--- config.mk ---
export PLATFORM = sky130hd
export DESIGN_NAME = ja_ref_select
export DESIGN_NICKNAME = d
export VERILOG_FILES = /design/src/rtl/ja_sel_pkg.sv /design/src/rtl/clk_presence_mon.sv /design/src/rtl/ref_sel_fsm.sv /design/src/rtl/ja_ref_select.sv
export SDC_FILE = /design/constraint.sdc
export NUM_CORES = 1
export LEC_CHECK = 0
export ABC_AREA = 1
export BUFFER_PORTS_ARGS = -buffer_cell sky130_fd_sc_hd__buf_4
export CAP_MARGIN = 20
export CORE_ASPECT_RATIO = 2
export CORE_MARGIN = 1.5
export CORE_UTILIZATION = 39
export CTS_CLUSTER_SIZE = 30
export DETAILED_ROUTE_END_ITERATION = 8
export HOLD_SLACK_MARGIN = 0.15
export PLACE_DENSITY = 0.6
export SLEW_MARGIN = 0
export SYNTH_ARGS = -nofsm -noshare
export SYNTH_HDL_FRONTEND = slang
export SYNTH_SLANG_ARGS = --single-unit
--- constraint.sdc ---
create_clock -name clk -period 2.1 [get_ports clk]
set_clock_uncertainty 0.05 [all_clocks]
set_input_delay 0.315 -clock clk [delete_from_list [all_inputs] [get_ports clk]]
set_output_delay 0.315 -clock clk [all_outputs]
set_load 0.05 [all_outputs]
--- src/rtl/ja_sel_pkg.sv ---
`timescale 1ns/1ps
package ja_sel_pkg;
    typedef enum logic [1:0] {
        ST_FREE = 2'd0,
        ST_LINE = 2'd1,
        ST_SYNC = 2'd2
    } sel_st_e;

    localparam logic [2:0] SRC_SYNC = 3'd4;
    localparam logic [2:0] SRC_FREE = 3'd7;
    localparam logic [1:0] FQ_2M048 = 2'b00;
    localparam logic [1:0] FQ_1M544 = 2'b01;
    localparam logic [1:0] FQ_8K    = 2'b10;
    localparam logic [1:0] FQ_NONE  = 2'b11;
endpackage

--- src/rtl/clk_presence_mon.sv ---
`timescale 1ns/1ps
module clk_presence_mon #(
    parameter int CW = 8
) (
    input  logic          clk,
    input  logic          rst_n,
    input  logic          raw,
    input  logic [CW-1:0] limit,
    output logic          present
);
    logic [2:0]    sh_q;
    logic [CW-1:0] age_q;
    logic          edge_seen;

    assign edge_seen = sh_q[2] ^ sh_q[1];

    always_ff @(posedge clk or negedge rst_n) begin
        if (!rst_n) begin
            sh_q  <= 3'b111;
            age_q <= '1;
        end else begin
            sh_q <= {sh_q[1:0], raw};
            if (edge_seen)
                age_q <= '0;
            else if (age_q < limit)
                age_q <= age_q + 1'b1;
        end
    end

    assign present = age_q < limit;


    edge_present_chk: assert property (@(posedge clk) disable iff (!rst_n)
        edge_seen |=> present);
endmodule

--- src/rtl/ref_sel_fsm.sv ---
`timescale 1ns/1ps
module ref_sel_fsm
    import ja_sel_pkg::*;
#(
    parameter int NL = 4,
    localparam int SW = $clog2(NL)
) (
    input  logic          clk,
    input  logic          rst_n,
    input  logic          mode_master,
    input  logic [SW-1:0] line_sel,
    input  logic          fault,
    input  logic          fb_dis,
    input  logic          cen_dis,
    input  logic [1:0]    sync_freq,
    input  logic          sync_ok,
    input  logic [NL-1:0] line_ok,
    output logic [2:0]    src_o,
    output logic          centre_o,
    output logic [1:0]    freq_o,
    output logic          chg_o
);
    sel_st_e    st_q, st_d;
    logic       use_line;
    logic [2:0] src_d;

    always_comb begin
        use_line = !mode_master && !(fault && !fb_dis);
        st_d = ST_FREE;
        if (use_line) begin
            if (line_ok[line_sel]) st_d = ST_LINE;
        end else if (sync_ok && sync_freq != FQ_NONE) begin
            st_d = ST_SYNC;
        end
        unique case (st_d)
            ST_LINE: src_d = {{(3-SW){1'b0}}, line_sel};
            ST_SYNC: src_d = SRC_SYNC;
            default: src_d = SRC_FREE;
        endcase
    end

    // state register
    always_ff @(posedge clk or negedge rst_n) begin
        if (!rst_n) st_q <= ST_FREE;
        else        st_q <= st_d;
    end

    // output register
    always_ff @(posedge clk or negedge rst_n) begin
        if (!rst_n) begin
            src_o    <= SRC_FREE;
            chg_o    <= 1'b0;
            centre_o <= 1'b1;
            freq_o   <= FQ_NONE;
        end else begin
            src_o    <= src_d;
            chg_o    <= src_d != src_o;
            centre_o <= (st_d == ST_FREE) || (st_d == ST_SYNC && !cen_dis);
            freq_o   <= (st_d == ST_SYNC) ? sync_freq : FQ_NONE;
        end
    end


    chg_pulse_chk: assert property (@(posedge clk) disable iff (!rst_n)
        chg_o == (src_o != $past(src_o)));

    free_centre_chk: assert property (@(posedge clk) disable iff (!rst_n)
        (st_q == ST_FREE) |-> (centre_o && src_o == SRC_FREE && freq_o == FQ_NONE));

    sync_rate_chk: assert property (@(posedge clk) disable iff (!rst_n)
        (st_q == ST_SYNC) |-> (src_o == SRC_SYNC && freq_o != FQ_NONE));

    line_hold_chk: assert property (@(posedge clk) disable iff (!rst_n)
        (!mode_master && fb_dis) |=> (src_o != SRC_SYNC));

    centre_sync_chk: assert property (@(posedge clk) disable iff (!rst_n)
        (st_d == ST_SYNC) |=> (centre_o == !$past(cen_dis)));
endmodule

--- src/rtl/ja_ref_select.sv ---
`timescale 1ns/1ps
module ja_ref_select
    import ja_sel_pkg::*;
#(
    parameter int NL      = 4,
    parameter int TMO_LN  = 96,
    parameter int TMO_2M  = 96,
    parameter int TMO_1M5 = 128,
    parameter int TMO_8K  = 20000
) (
    input  logic          clk,
    input  logic          rst_n,
    input  logic          mode_master,
    input  logic [1:0]    line_sel,
    input  logic          los_i,
    input  logic          tcl_i,
    input  logic          fb_dis,
    input  logic          cen_dis,
    input  logic [1:0]    sync_freq,
    input  logic          sync_in,
    input  logic [3:0]    line_clk,
    output logic [2:0]    src_o,
    output logic          centre_o,
    output logic [1:0]    freq_o,
    output logic          chg_o
);
    localparam int M1   = (TMO_LN > TMO_2M) ? TMO_LN : TMO_2M;
    localparam int M2   = (TMO_1M5 > TMO_8K) ? TMO_1M5 : TMO_8K;
    localparam int MAXL = (M1 > M2) ? M1 : M2;
    localparam int CW   = $clog2(MAXL + 1);

    logic [CW-1:0] sync_lim;
    logic          sync_ok;
    logic [NL-1:0] line_ok;

    always_comb begin
        unique case (sync_freq)
            FQ_1M544: sync_lim = CW'(TMO_1M5);
            FQ_8K:    sync_lim = CW'(TMO_8K);
            default:  sync_lim = CW'(TMO_2M);
        endcase
    end

    clk_presence_mon #(.CW(CW)) u_sync_mon (
        .clk(clk), .rst_n(rst_n), .raw(sync_in),
        .limit(sync_lim), .present(sync_ok)
    );

    for (genvar g = 0; g < NL; g++) begin : g_line
        clk_presence_mon #(.CW(CW)) u_line_mon (
            .clk(clk), .rst_n(rst_n), .raw(line_clk[g]),
            .limit(CW'(TMO_LN)), .present(line_ok[g])
        );
    end

    ref_sel_fsm #(.NL(NL)) u_fsm (
        .clk(clk), .rst_n(rst_n), .mode_master(mode_master),
        .line_sel(line_sel), .fault(los_i | tcl_i), .fb_dis(fb_dis),
        .cen_dis(cen_dis), .sync_freq(sync_freq), .sync_ok(sync_ok),
        .line_ok(line_ok), .src_o(src_o), .centre_o(centre_o),
        .freq_o(freq_o), .chg_o(chg_o)
    );


    src_code_chk: assert property (@(posedge clk) disable iff (!rst_n)
        (src_o <= 3'd4) || (src_o == 3'd7));
endmodule

Yosys cells after proc, flatten, opt, wreduce, memory -nomap -nowiden --
Index checks and enable logic that the tools add are counted.
Storage, ports and cells: word-level logic and storage cells 70, output and inout bits 7, input bits 16, register bits after elaboration 97
Cells by class: multiplexer cells 18, order comparisons 6, bitwise operators 6, reductions and logical operators 15, equal/unequal tests 6, add/sub/neg operators 5
Operators with widths (number):
- $mux W15 | 10
- $add A15 B1 Y15 const B | 5
- $lt A15 B7 Y1 const B | 4
- $pmux W15 S2 | 1
- $lt A15 B15 Y1 | 1
- $reduce_bool A2 Y1 | 5
- $mux W2 | 3
- $pmux W3 S2 | 1
- $xor A1 B1 Y1 | 5
- $eq A2 B1 Y1 const B | 2
- $eq A2 B2 Y1 const B | 2
- $logic_and A1 B1 Y1 | 4
- $logic_not A1 Y1 | 4
- $lt A2 B3 Y1 const B | 1
- $ne A3 B3 Y1 | 1
- $bmux W1 S2 | 1
- $logic_not A2 Y1 | 1
- $mux W1 | 2
- $ne A2 B2 Y1 const B | 1
- $logic_or A1 B1 Y1 | 1
- $or A1 B1 Y1 | 1

Longest topological paths before layout --
depth in word-level cells 9, mapped depth 15, depth with buffers taken out 15

By module --
From an unflattened synthesis, not the netlist that was laid out.
Second synthesis, totals: cells, all modules 1174, area total of the unflattened synthesis 8062.7 µm²
Modules (own cells, without submodules):
- clk_presence_mon | area each 1521.5 µm², cells an instance 223, times used 5, sequential area each 473.0 µm²
- ref_sel_fsm | area each 387.9 µm², cells an instance 48, times used 1, sequential area each 182.7 µm²
- ja_ref_select | area each 67.6 µm², cells an instance 11, times used 1, sequential area each 0.0 µm²

Worst setup path before layout --
No wires, ideal clock.
path type input to register, from in sync_freq[0], to reg u_fsm.chg_o, setup time 0.119 ns, buffers on the path 0, path slack 0.159 ns, data required time 1.931 ns, stages 15, data arrival time 1.773 ns, cells stage by stage inv_1 > ha_1 > inv_1 > ha_1 > nand2_1 > nor3_2 > nand3_1 > nand3_4 > inv_4 > nand2_4 > nand2_4 > nand3_1 > nand2_1 > nor2_1 > nand2_1
Between the ends: word-level cells in the longest chain between the ends 9, elaborated cells between the ends (all ways) 12, classes of those cells order compare: 1; eq/ne: 6; mux: 4; reduce/logical: 1
Ends and longest elaborated chain:
- from (decl) | line ja_ref_select.sv:19 | input logic [1:0] sync_freq,
- $eq A2 B2 Y1 / $eq A2 B1 Y1 (equally long branches) | line ja_ref_select.sv:37 | unique case (sync_freq)
- $pmux W15 S2 | line ja_ref_select.sv:37
- $lt A15 B15 Y1 | line clk_presence_mon.sv:30 | assign present = age_q < limit;
- $logic_and A1 B1 Y1 (*) | line ref_sel_fsm.sv:32 | end else if (sync_ok && sync_freq != FQ_NONE) begin
- $mux W2 (*) | line ref_sel_fsm.sv:32
- $mux W2 (*) | line ref_sel_fsm.sv:30 | if (use_line) begin
- $eq A2 B2 Y1 / $eq A2 B1 Y1 (equally long branches) | line ref_sel_fsm.sv:35 | unique case (st_d)
- $pmux W3 S2 (*) | line ref_sel_fsm.sv:35
- $ne A3 B3 Y1 (*) | line ref_sel_fsm.sv:57 | chg_o <= src_d != src_o;
- to (signal assigned) | line ref_sel_fsm.sv:57
- to (decl) | line ref_sel_fsm.sv:21 | output logic chg_o
Mark *: on every way between the ends. The rest lies on a longest branch, timed or not. A chain may end at the register's enable or synchronous reset.

Worst setup path in the final report --
from reg u_sync_mon.age_q[10], to reg u_fsm.chg_o
Between the ends: word-level cells in the longest chain between the ends 7, elaborated cells between the ends (all ways) 8, classes of those cells order compare: 1; eq/ne: 3; mux: 3; reduce/logical: 1
Ends and longest elaborated chain:
- from (decl) | line clk_presence_mon.sv:12 | logic [CW-1:0] age_q;
- from (signal assigned) | line clk_presence_mon.sv:26 | age_q <= age_q + 1'b1;
- $lt A15 B15 Y1 (*) | line clk_presence_mon.sv:30
- $logic_and A1 B1 Y1 (*) | line ref_sel_fsm.sv:32
- $mux W2 (*) | line ref_sel_fsm.sv:32
- $mux W2 (*) | line ref_sel_fsm.sv:30
- $eq A2 B2 Y1 / $eq A2 B1 Y1 (equally long branches) | line ref_sel_fsm.sv:35
- $pmux W3 S2 (*) | line ref_sel_fsm.sv:35
- $ne A3 B3 Y1 (*) | line ref_sel_fsm.sv:57
Marked as above.

==> summary by stage <==
Status
The run finished with clean final reports.

Synthesis
The synthesized design contains 0 enable-type register cells. In this run the cell area of the synthesized design comes to about 0.0045 mm2. The share of the yosys chip area belonging to registers is 0.568.

After synthesis, the share of flip-flops with an asynchronous set or reset is 1.00. By area the synthesized netlist is led by sky130_fd_sc_hd__dfstp_2 56%, sky130_fd_sc_hd__inv_1 6.8%, sky130_fd_sc_hd__nor2_1 6.0%. The number of different library cells in the post-synthesis netlist is 37.

The largest area contributor in the netlist is sky130_fd_sc_hd__dfstp_2. Of the total synthesized cell area, the portion taken by AND, OR, NAND and NOR gates is 0.217. The average instance area after synthesis is 9.44 um2.

The area share of the leading cell type in the synthesized netlist is 0.563. The complex-gate fraction of the synthesized area was 0.0835. The net count of the mapped netlist is 505. The top flip-flop cell by instance count after synthesis is sky130_fd_sc_hd__dfstp_2.

The share of synthesized cell area in full adder, half adder and majority cells is 0.0391. The xor/xnor cell area share of the yosys netlist is 0.0170. The number of synthesized register bits is slightly below 100. The dominant combinational cell family by area after synthesis is simple AND/OR/NAND/NOR gates. Of the post-synthesis cell area, the part taken by muxes is 0. The cell count after synthesis came out at about 480. The count of warnings emitted by yosys is 0.

Global route
The via count of the first global-routing pass is roughly 3,300. The total overflow left after global routing is 0. The number of antenna violations at the first check in global routing is 0.

In the global route stage, overall resource usage came out at 0.152. Entering global routing, the biggest net connects roughly 100 pins. The first global-routing pass estimated 14.5 mm of wire.

Pwr
The leakage component of the power is approximately 2.2 nW. In this run the power density over the cells is ~830 mW/mm2. Across the VDD grid, the largest voltage drop is 394 uV.

Timing
Setup violations remaining at the end of the flow were counted as 0. In the finished design, the share of the clock period the worst path needs comes to 0.915. At the pin with the least slew margin, the transition time is between 0.5 and 0.6 ns. The final count of pins violating max slew was 0. For the final routed database, the setup TNS stands at 0 ns. The worst hold margin is between 0.15 and 0.2 ns. Setup repair after global routing left no endpoint under its margin. The worst path in the final design needs a cycle of 1.92 ns, including I/O delays and setup.

The post-route worst setup slack is 0.178 ns. The achievable clock frequency is approximately 520 MHz. Headroom to the max-slew limit came out at 0.655. The count of final hold-check violations is 0.

Clock tree
Clock-pin slew was measured on the worst setup and hold paths at ~0.070 ns. The H-tree depth is 3. The clock drives 97 sinks. At the later pin of the worst-skew pair, clock insertion delay measures 0.34 ns. The tree is rooted in a sky130_fd_sc_hd__clkbuf_16.

TritonCTS built the clock tree. The buffer depth of the longest clock path is 2. In this run, CTS created clock tree buffers numbering 9.

Placed design
Routability-driven placement finished with a final weighted congestion of ~0.78. The cell area after placement is about 0.0049 mm2. Once detailed placement completed, the half-perimeter wirelength came to between 5 and 6 mm. OpenSTA, run right after detailed placement, puts the worst setup slack at -0.0728 ns. Port buffering added 22 buffers. After detailed placement, the design holds a cell count of 647.

Floorplan
In this run the standard cell core region covers between 0.01 and 0.015 mm2. In this run the vertical extent of the chip is approximately 150 um. The starting density of the core is 0.397. The die covers about 0.012 mm2. The horizontal extent of the die is 78.8 um. The number of placement rows is between 50 and 60. 23 I/O pins were placed.

Cells and area
In the final design database the tool counted around 560 nets. In the final layout, the share of cells above drive strength 1 is 0.342. The number of diodes is 0.

The layout has roughly 1,100 filler cells. The post-synthesis to final-layout area growth is 19.2%. After routing the design area is around 0.0053 mm2. After the flow finishes, the layout carries non-filler instances totaling 672.

Setup path
Data arrives at the worst endpoint at between 2 and 2.5 ns. The slowest cell on the critical path is sky130_fd_sc_hd__dfstp_2. The worst setup path is launched from a register.

The critical path class is reg2reg. The required time of the critical path is approximately 2.3 ns. The critical path goes through ha_1, a21oi_2, o21ai_0, nand2_1, nand3_4, inv_4, nand2_4, nand2_4, a21oi_1, nor2_1, nand2_1. The worst setup path is captured at a register. For this run, the slowest stage of the critical path takes between 0.5 and 0.6 ns. The peak fanout along the critical path is 6.

Flow run
The reported max-cap violation count is 0.

Routing
The final routed wire length divided by cell count is 12.0 um. After detailed routing, the total wire length is approximately 8 mm. The number of violations reported at the end of detailed-routing iteration 0 is between 100 and 150.

The pre-antenna-repair detailed-routing pass consisted of 6 iterations. In the routed layout, each cell is associated on average with a via count of between 4 and 5. The total via count after detailed routing is ~3,200.

After detailed routing, the number of remaining DRC violations is 0. The number of nets still failing antenna checks after routing is 0.

Hold path
The classification of the worst-slack hold path is in2reg.
[registers in the layout, indices dropped and copies added, names as in the netlist]
name and count:
u_sync_mon.sh_q 3, u_fsm.freq_o 2, g_line.u_line_mon.age_q 60, g_line.u_line_mon.sh_q 12
u_fsm.chg_o 1, u_fsm.src_o 3, u_sync_mon.age_q 15, u_fsm.centre_o 1
[kinds of logic (layout without fill, tap and decap cells)]
family | after synthesis | after routing
AOI/OAI and AO/OA | 65 | 65
DFF | 97 | 97
and+or+nand+nor | 204 | 204
xor gates and xnor gates | 7 | 7
adders and majority gates | 14 | 14
buffers and inverters | 88 | 143
[critical path: cells and delay by family (launching register included)]
kind            cells  cell delay [ns]
simple gates        6             0.52
buf+inv             1             0.11
fa+ha+maj           1             0.25
flops               1             0.56
compound gates      3             0.31
[timing repair]
action                                  CTS  global route
endpoints found under the setup margin    0             8
endpoints found under the hold margin     8             0
buffers inserted                          0             2
gates resized for setup                   0             3
hold buffers                              8             0
[synth_stat cells (4+ instances only)]
| cell | n |
|---|---|
| sky130_fd_sc_hd__nor3_1 | 13 |
| sky130_fd_sc_hd__o21a_1 | 5 |
| sky130_fd_sc_hd__nor2_1 | 72 |
| sky130_fd_sc_hd__nand4_1 | 7 |
| sky130_fd_sc_hd__inv_2 | 5 |
| sky130_fd_sc_hd__ha_1 | 14 |
| sky130_fd_sc_hd__a31oi_1 | 5 |
| sky130_fd_sc_hd__nand2_2 | 4 |
| sky130_fd_sc_hd__nand2_1 | 64 |
| sky130_fd_sc_hd__dfstp_2 | 96 |
| sky130_fd_sc_hd__inv_1 | 81 |
| sky130_fd_sc_hd__a21oi_1 | 27 |
| sky130_fd_sc_hd__nand3_1 | 22 |
| sky130_fd_sc_hd__o21ai_0 | 19 |
| sky130_fd_sc_hd__nor2_2 | 5 |
[per-stage QoR]
step	total power [mW]	util
finish	4.45	0.473
global route	4.68	0.473
CTS	4.51	0.471
detailed placement	2.64	0.434
global placement	2.62	0.434
floorplan	2.45	-
[cells in the final DEF, fill, tap and decap left out, drive strengths merged, types with 8 or more instances in the layout]
cell / netlist / final
nand3: 27 / 27
dfstp: 96 / 96
buf: 1 / 33
nor3: 16 / 16
nor2: 79 / 79
clkbuf: 0 / 9
a21oi: 29 / 29
dlygate4sd3: 0 / 8
ha: 14 / 14
inv: 87 / 87
nand2: 71 / 71
o21ai: 22 / 22
[report_power, final]
group	leakage, nW	internal [mW]	switching, mW	total [mW]
Sequential	1.01	2.06	0.0862	2.14
Combinational	1.01	0.178	0.299	0.477
Clock	0.161	1.15	0.681	1.83
Total	2.17	3.39	1.07	4.45
[path summary, 6_finish.rpt]
kind                                                   startpoint                                         to  slack, ns  depth (start not counted)
setup reg to reg                 u_sync_mon.age_q[10]$_DFFE_PN1P_                      u_fsm.chg_o$_DFF_PN0_       0.18                         11
setup / recovery                 u_sync_mon.age_q[10]$_DFFE_PN1P_                      u_fsm.chg_o$_DFF_PN0_       0.18                         11
min in group asynchronous                                   rst_n                      u_fsm.chg_o$_DFF_PN0_       0.55                          3
max in group asynchronous                                   rst_n  g_line[0].u_line_mon.age_q[6]$_DFFE_PN1P_       1.07                          3
hold reg to reg            g_line[0].u_line_mon.sh_q[0]$_DFF_PN1_     g_line[0].u_line_mon.sh_q[1]$_DFF_PN1_       0.31                          0
hold / removal                                       sync_freq[1]                  u_fsm.freq_o[1]$_DFF_PN1_       0.19                          3
[per-layer routing]
layer | track usage | up-vias | share of wire
met1 | 0.163 | 1517 | 0.40
met2 | 0.279 | 38 | 0.55
met3 | 0.0354 | 11 | 0.027
li1 | - | 1599 | -
met4 | 0.0629 | 0 | 0.024
met5 | 0 | - | 0
[area by class of cell]
cell class,instances,area (um2),area share
Tap cell,142,178,0.0333
Timing Repair Buffer,41,340,0.0637
Inverter,87,329,0.0616
Multi-Input combinational cell,290,1610,0.302
Clock inverter,6,108,0.0201
Clock buffer,9,225,0.0422
Sequential cell,97,2550,0.477
Power figures use the tool's default switching activity.
